==> src/rtl/irq_pkg.sv <==
// Shared constants for the sticky interrupt status controller.
// Assumes a word-addressed register port; offsets are added to a base.
package irq_pkg;
    localparam int FLAG_W   = 5;
    localparam int CODE_W   = 6;
    localparam int OFF_FLAG = 'h0C;
    localparam int OFF_FEN  = 'h0D;
    localparam int OFF_CODE = 'h0E;
    localparam int OFF_CEN  = 'h0F;
    localparam int ACK_WORD = 'hFF;

    typedef enum logic [2:0] {
        SEL_NONE = 3'd0,
        SEL_FLAG = 3'd1,
        SEL_FEN  = 3'd2,
        SEL_CODE = 3'd3,
        SEL_CEN  = 3'd4
    } reg_sel_e;
endpackage

==> src/rtl/irq_reg_decode.sv <==
// Register port decode and registered read mux.
// Assumes single-cycle strobes; reads return data one cycle later, zero otherwise.
module irq_reg_decode #(
    parameter int ADDR_W = 16,
    parameter int DATA_W = 32,
    parameter logic [ADDR_W-1:0] BASE = 16'h0C00
) (
    input  logic                        clk,
    input  logic                        rst_n,
    input  logic [ADDR_W-1:0]           addr_i,
    input  logic                        wr_en_i,
    input  logic [DATA_W-1:0]           wr_data_i,
    input  logic                        rd_en_i,
    input  logic [irq_pkg::FLAG_W-1:0]  flags_i,
    input  logic [irq_pkg::FLAG_W-1:0]  fen_i,
    input  logic [irq_pkg::CODE_W-1:0]  code_i,
    input  logic [irq_pkg::CODE_W-1:0]  cen_i,
    output logic [irq_pkg::FLAG_W-1:0]  flag_clr_o,
    output logic                        fen_we_o,
    output logic                        cen_we_o,
    output logic                        code_ack_o,
    output logic [DATA_W-1:0]           rd_data_o
);
    import irq_pkg::*;

    localparam logic [ADDR_W-1:0] A_FLAG = BASE + ADDR_W'(OFF_FLAG);
    localparam logic [ADDR_W-1:0] A_FEN  = BASE + ADDR_W'(OFF_FEN);
    localparam logic [ADDR_W-1:0] A_CODE = BASE + ADDR_W'(OFF_CODE);
    localparam logic [ADDR_W-1:0] A_CEN  = BASE + ADDR_W'(OFF_CEN);
    localparam logic [DATA_W-1:0] ACK_V  = DATA_W'(ACK_WORD);

    reg_sel_e           sel;
    logic [DATA_W-1:0]  rd_next;

    // Map the address to one of the four registers.
    always_comb begin
        unique case (addr_i)
            A_FLAG:  sel = SEL_FLAG;
            A_FEN:   sel = SEL_FEN;
            A_CODE:  sel = SEL_CODE;
            A_CEN:   sel = SEL_CEN;
            default: sel = SEL_NONE;
        endcase
    end

    // Write strobes per register.
    always_comb begin
        flag_clr_o = (wr_en_i && sel == SEL_FLAG) ? wr_data_i[FLAG_W-1:0] : '0;
        fen_we_o   = wr_en_i && sel == SEL_FEN;
        cen_we_o   = wr_en_i && sel == SEL_CEN;
        code_ack_o = wr_en_i && sel == SEL_CODE && wr_data_i == ACK_V;
    end

    // Read mux, zero-extended; reserved bits and unmapped addresses read zero.
    always_comb begin
        rd_next = '0;
        unique case (sel)
            SEL_FLAG: rd_next[FLAG_W-1:0] = flags_i;
            SEL_FEN:  rd_next[FLAG_W-1:0] = fen_i;
            SEL_CODE: rd_next[CODE_W-1:0] = code_i;
            SEL_CEN:  rd_next[CODE_W-1:0] = cen_i;
            default:  rd_next = '0;
        endcase
    end

    // Registered read data; zero whenever there is no read.
    always_ff @(posedge clk) begin
        if (!rst_n)       rd_data_o <= '0;
        else if (rd_en_i) rd_data_o <= rd_next;
        else              rd_data_o <= '0;
    end
endmodule

==> src/rtl/irq_flag_bank.sv <==
// Sticky single-bit flags with write-one-to-clear and an enable mask.
// Assumes event pulses are synchronous to clk; a set wins over a clear.
module irq_flag_bank #(
    parameter int N = 5
) (
    input  logic         clk,
    input  logic         rst_n,
    input  logic [N-1:0] set_i,
    input  logic [N-1:0] clr_i,
    input  logic         en_we_i,
    input  logic [N-1:0] en_wdata_i,
    output logic [N-1:0] flags_o,
    output logic [N-1:0] en_o,
    output logic         irq_o
);
    genvar gi;
    generate
        for (gi = 0; gi < N; gi++) begin : g_flag
            // One sticky flag: set has priority over clear.
            always_ff @(posedge clk) begin
                if (!rst_n)          flags_o[gi] <= 1'b0;
                else if (set_i[gi])  flags_o[gi] <= 1'b1;
                else if (clr_i[gi])  flags_o[gi] <= 1'b0;
            end
        end
    endgenerate

    // Enable mask register.
    always_ff @(posedge clk) begin
        if (!rst_n)       en_o <= '0;
        else if (en_we_i) en_o <= en_wdata_i;
    end

    // Group interrupt from enabled pending flags.
    assign irq_o = |(flags_o & en_o);
endmodule

==> src/rtl/irq_code_latch.sv <==
// Event-code capture register with a whole-word acknowledge and an enable mask.
// Assumes the first nonzero code is kept until acknowledged; capture beats ack.
module irq_code_latch #(
    parameter int W = 6
) (
    input  logic         clk,
    input  logic         rst_n,
    input  logic         valid_i,
    input  logic [W-1:0] code_i,
    input  logic         ack_i,
    input  logic         en_we_i,
    input  logic [W-1:0] en_wdata_i,
    output logic [W-1:0] code_o,
    output logic [W-1:0] en_o,
    output logic         irq_o
);
    logic empty;
    assign empty = (code_o == '0);

    // Capture only while empty; an acknowledge empties it unless a code arrives.
    always_ff @(posedge clk) begin
        if (!rst_n)                      code_o <= '0;
        else if (ack_i)                  code_o <= valid_i ? code_i : '0;
        else if (empty && valid_i)       code_o <= code_i;
    end

    // Enable mask register.
    always_ff @(posedge clk) begin
        if (!rst_n)       en_o <= '0;
        else if (en_we_i) en_o <= en_wdata_i;
    end

    // Group interrupt when any enabled code bit is set.
    assign irq_o = |(code_o & en_o);
endmodule

==> src/rtl/irq_status_ctrl.sv <==
// Top of the sticky interrupt status controller: flag bank, code latch, port decode.
// Assumes all inputs are synchronous to clk; reset is synchronous, active low.
module irq_status_ctrl #(
    parameter int ADDR_W = 16,
    parameter int DATA_W = 32,
    parameter logic [ADDR_W-1:0] BASE = 16'h0C00
) (
    input  logic                        clk,
    input  logic                        rst_n,
    input  logic                        drop_trunk_i,
    input  logic                        drop_trib_i,
    input  logic                        trib_in_clk_fail_i,
    input  logic                        trib_out_clk_fail_i,
    input  logic                        flush_parity_i,
    input  logic                        flush_nobuf_i,
    input  logic                        code_valid_i,
    input  logic [irq_pkg::CODE_W-1:0]  code_i,
    input  logic [ADDR_W-1:0]           addr_i,
    input  logic                        wr_en_i,
    input  logic [DATA_W-1:0]           wr_data_i,
    input  logic                        rd_en_i,
    output logic [DATA_W-1:0]           rd_data_o,
    output logic                        irq_o
);
    import irq_pkg::*;

    logic [FLAG_W-1:0] ev_vec;
    logic [FLAG_W-1:0] flags_q;
    logic [FLAG_W-1:0] fen_q;
    logic [FLAG_W-1:0] flag_clr;
    logic [CODE_W-1:0] code_q;
    logic [CODE_W-1:0] cen_q;
    logic              fen_we;
    logic              cen_we;
    logic              code_ack;
    logic              flag_irq;
    logic              code_irq;

    // Event vector in flag bit order; both flush causes share bit 4.
    assign ev_vec = {flush_parity_i | flush_nobuf_i, trib_out_clk_fail_i,
                     trib_in_clk_fail_i, drop_trib_i, drop_trunk_i};

    irq_reg_decode #(.ADDR_W(ADDR_W), .DATA_W(DATA_W), .BASE(BASE)) u_dec (
        .clk(clk), .rst_n(rst_n), .addr_i(addr_i), .wr_en_i(wr_en_i),
        .wr_data_i(wr_data_i), .rd_en_i(rd_en_i), .flags_i(flags_q),
        .fen_i(fen_q), .code_i(code_q), .cen_i(cen_q), .flag_clr_o(flag_clr),
        .fen_we_o(fen_we), .cen_we_o(cen_we), .code_ack_o(code_ack),
        .rd_data_o(rd_data_o)
    );

    irq_flag_bank #(.N(FLAG_W)) u_flags (
        .clk(clk), .rst_n(rst_n), .set_i(ev_vec), .clr_i(flag_clr),
        .en_we_i(fen_we), .en_wdata_i(wr_data_i[FLAG_W-1:0]),
        .flags_o(flags_q), .en_o(fen_q), .irq_o(flag_irq)
    );

    irq_code_latch #(.W(CODE_W)) u_code (
        .clk(clk), .rst_n(rst_n), .valid_i(code_valid_i), .code_i(code_i),
        .ack_i(code_ack), .en_we_i(cen_we), .en_wdata_i(wr_data_i[CODE_W-1:0]),
        .code_o(code_q), .en_o(cen_q), .irq_o(code_irq)
    );

    // Combined interrupt output.
    assign irq_o = flag_irq | code_irq;
endmodule

==> config.mk <==
export PLATFORM = sky130hd
export DESIGN_NAME = irq_status_ctrl
export DESIGN_NICKNAME = d
export VERILOG_FILES = /design/src/rtl/irq_pkg.sv /design/src/rtl/irq_reg_decode.sv /design/src/rtl/irq_flag_bank.sv /design/src/rtl/irq_code_latch.sv /design/src/rtl/irq_status_ctrl.sv
export SDC_FILE = /design/constraint.sdc
export NUM_CORES = 1
export LEC_CHECK = 0
export CORE_ASPECT_RATIO = 1.5
export CORE_MARGIN = 2
export CORE_UTILIZATION = 39
export DETAILED_ROUTE_END_ITERATION = 16
export PLACE_DENSITY = 0.81
export SETUP_SLACK_MARGIN = 0.02
export SLEW_MARGIN = 20
export SYNTH_ARGS = -nofsm -noshare
export SYNTH_HDL_FRONTEND = slang
export SYNTH_SLANG_ARGS = --single-unit
export TNS_END_PERCENT = 5
==> constraint.sdc <==
create_clock -name clk -period 1.92 [get_ports clk]
set_input_delay 0.384 -clock clk [delete_from_list [all_inputs] [get_ports clk]]
set_output_delay 0.384 -clock clk [all_outputs]
set_load 0.01 [all_outputs]
==> results.tsv <==
stage	metric	value	unit
run_status	status	complete, no violations	
power_and_ir_drop	swShare	25.1	%
global_route	grt_pass1_wl	8200	um
worst_setup_path	setup.worst_path.start_class	input pin	
drt	wl_met1	1810	um
layout	nFillCells	395	
logic_synthesis	synth_edf_count	0	
floorplan	die_h	86.6	um
drt	num_vias	1907	
cts	clkSinkCount	28	
cts	postCtsSetupBuffers	0	
drt	routed.top_layer	met4	
worst_setup_path	crit_chain	clkdlybuf4s50_1 -> nor4bb_1 -> and4_2 -> and3_1 -> buf_12 -> mux2i_1	
drt	wl_met3	282	um
global_route	grt-ovfl-total	0	
logic_synthesis	synth_xor_area_share	0	%
logic_synthesis	ys_ff_latch	28	
floorplan	rows	30	
logic_synthesis	syn-instance-count	218	
timing	drv_slew	0	
cts	cts_made_buffers	3	
layout	n_antenna_cell	0	
cts	clock_latency	280	ps
cts	cts.path.max_buffers	2	
logic_synthesis	dominantRegCellSynth	dfxtp_1	
logic_synthesis	synth.yosys.seq_area_share	31.6	%
logic_synthesis	avgSynthCellArea	8.14	um2
layout	nets	371	
drt	routed_wl	4960	um
layout	final_cells	353	
global_route	track_usage	20.3	%
hold_path	hp-class	in -> reg	
worst_setup_path	cp_num_buf_inv	2	
drt	ant_nets	0	
worst_setup_path	cp.arrival	2060	ps
cts	clockRootBuffer	clkbuf_8	
cts	clkTransAtPathRegs	100	ps
floorplan	die_w	59.1	um
drt	drtPass1Iterations	4	
floorplan	dieArea	5120	um2
layout	stdcell_area	2720	um2
power_and_ir_drop	internal_power	0.00109	W
place	dp.final_hpwl	3980	um
timing	post-route-period-util	96.6	%
layout	seq_area	562	um2
worst_setup_path	endpoint_kind	register	
global_route	antenna_found_initial	0	
timing	fin_crit	1860	ps
global_route	grt_max_degree	17	
worst_setup_path	slowest_stage	clkdlybuf4s50_1	
power_and_ir_drop	p_sw	0.000363	W
power_and_ir_drop	powerDensity	534	nW/um2
logic_synthesis	async_reset_ff_share	0	%
logic_synthesis	synth.cell_area	1770	um2
cts	hold_buffers	0	
layout	final_cell_mix	clkdlybuf4s50_1 (64), dfxtp_1 (27), conb_1 (26), buf_4 (24), nand2_1 (16)	
drt	drc	0	
logic_synthesis	yosys_warnings	0	
power_and_ir_drop	power_frac_seq	43.6	%
timing	hold_violations	0	
layout	multi_input_area	1050	um2
run	maxCapViolCount	0	
worst_setup_path	crit_fanout	6	
drt	met2_length	2760	um
logic_synthesis	synth_top_family_by_area	simple AND/OR/NAND/NOR gates	
cts	cts_tree	done	
timing	setup_violations	0	
timing	skew	3.02	ps
timing	tns	0	ps
logic_synthesis	synth-compound-area-share	17.0	%
place	port_buffers	71	
place	place_area	2600	um2
drt	vias_per_cell	5.40	
timing	rsz0062_at_grt	true	
layout	final_common_cell	clkdlybuf4s50_1	
cts	h-tree-depth	1	
worst_setup_path	cp_slowest_stage_delay	450	ps
drt	post_drt_wl_per_cell	14.1	um
logic_synthesis	netlist-cell-type-count	39	
place	dp.cells	349	
logic_synthesis	synth_simple_gate_area_share	28.1	%
logic_synthesis	synth_mux_area_share	6.77	%
power_and_ir_drop	leakage	1.08	nW
floorplan	start_util	39.7	%
timing	max_clock_freq	0.539	GHz
worst_setup_path	cp.required	2120	ps
global_route	grt_pass1_vias	1886	
power_and_ir_drop	clkPwrFrac	32.4	%
drt	drt_iter0_drc	71	
power_and_ir_drop	combPwrFrac	24.0	%
power_and_ir_drop	ir_drop	0.379	mV
floorplan	core	4470	um2
place	place.gp.congestion	0.840	
layout	synthToLayoutAreaGrowth	53.1	%
layout	drive_gt1_share	13.8	%
worst_setup_path	cp_top_family	simple AND/OR/NAND/NOR gates	
floorplan	ios	98	
worst_setup_path	critPathKind	in -> reg	
logic_synthesis	synth_adder_area_share	0	%
-- through the flow --
| step | total power (W) | hold slack (ps) | utilization (%) | worst slack [ps] |
|---|---|---|---|---|
| finish | 0.00145 | 476 | 60.8 | 64.8 |
| global placement | 0.000978 | 457 | 58.2 | -235 |
| global route | 0.00150 | 492 | 60.8 | 11.0 |
| detailed placement | 0.000983 | 467 | 58.2 | -264 |
| CTS | 0.00144 | 492 | 59.6 | 24.3 |
| floorplan | 0.000806 | 448 | - | 117 |
-- power by group through the flow --
| stage | clock network [W] | registers (W) | logic (W) |
|---|---|---|---|
| after global routing | 0.000487 | 0.000635 | 0.000377 |
| after CTS | 0.000465 | 0.000630 | 0.000342 |
| after global placement | 0 | 0.000642 | 0.000336 |
| final | 0.000470 | 0.000632 | 0.000348 |
| after floorplan | 0 | 0.000638 | 0.000168 |
| after detailed placement | 0 | 0.000642 | 0.000340 |
-- repair_timing --
action / 4_1_cts / 5_1_grt
pin swaps: 1 / 9
setup endpoints to repair: 1 / 15
resized for setup: 4 / 15
-- kinds of logic (layout without fill, tap and decap cells) --
logic type / after synthesis / count (layout)
AOI/OAI and AO/OA: 45 / 45
buffers and inverters: 50 / 112
DFF: 28 / 28
muxes: 12 / 12
other: 1 / 26
and+or+nand+nor: 82 / 82
-- per-layer routing --
layer / up-vias / track usage [%]
li1: 923 / -
met1: 882 / 22.7
met2: 91 / 38.8
met3: 11 / 1.34
met4: 0 / 7.23
met5: - / 0
-- sequential cells by signal, summed over array words and instances, names as in the netlist --
name and cells:
u_code.code_o 6, u_flags.en_o 5, u_dec.rd_data_o 6, u_flags.flags_o 5, u_code.en_o 6
-- synth_stat cells, types with 2 or more instances --
cell type,count,area share [%]
a41oi_1,3,1.5
or4_1,2,0.85
clkbuf_1,8,1.7
nand3_1,12,3.4
nor3b_1,6,2.5
inv_1,11,2.3
or4bb_1,2,1.3
o2bb2ai_1,5,2.5
nor2_1,8,1.7
nand2_1,16,3.4
a21oi_1,10,2.8
buf_2,4,1.1
a22oi_1,7,3.0
dfxtp_1,28,32
o21ai_1,2,0.56
or4_4,2,1.3
o21ai_0,10,2.8
mux2i_1,12,6.8
o211ai_1,3,1.3
nor3_1,10,2.8
nor4_1,3,1.1
and3_1,2,0.71
and4_1,3,1.5
nor4b_1,4,2.0
nand4_1,5,1.8
buf_4,26,11
nor2b_1,2,0.71
-- final timing paths --
path / from / to / slack (ps) / depth (start not counted)
setup / recovery: addr_i[3] / u_code.en_o[0]$_SDFFE_PN0P_ / 60 / 6
hold / removal: wr_data_i[0] / u_flags.en_o[0]$_SDFFE_PN0P_ / 480 / 3
setup reg to reg: u_code.code_o[1]$_SDFFE_PN0P_ / u_code.code_o[3]$_SDFFE_PN0P_ / 320 / 5
hold reg to reg: u_code.en_o[4]$_SDFFE_PN0P_ / u_code.en_o[4]$_SDFFE_PN0P_ / 490 / 2
-- worst reg2reg max path, delay by kind of cell, from the launching register on --
family                 cells  cell delay [ps]
AO/OA/AOI/OAI              1              100
AND/OR/NAND/NOR            3              960
flip-flops                 1              330
buffers and inverters      1              140
-- area by class of cell --
class	count	area share [%]
Clock buffer	3	1.52
Clock inverter	1	1.11
Inverter	11	1.52
Multi-Input combinational cell	165	38.6
Sequential cell	28	20.7
Tap cell	48	2.21
Timing Repair Buffer	97	34.3
No activity file was read; power rests on OpenSTA's default activity.
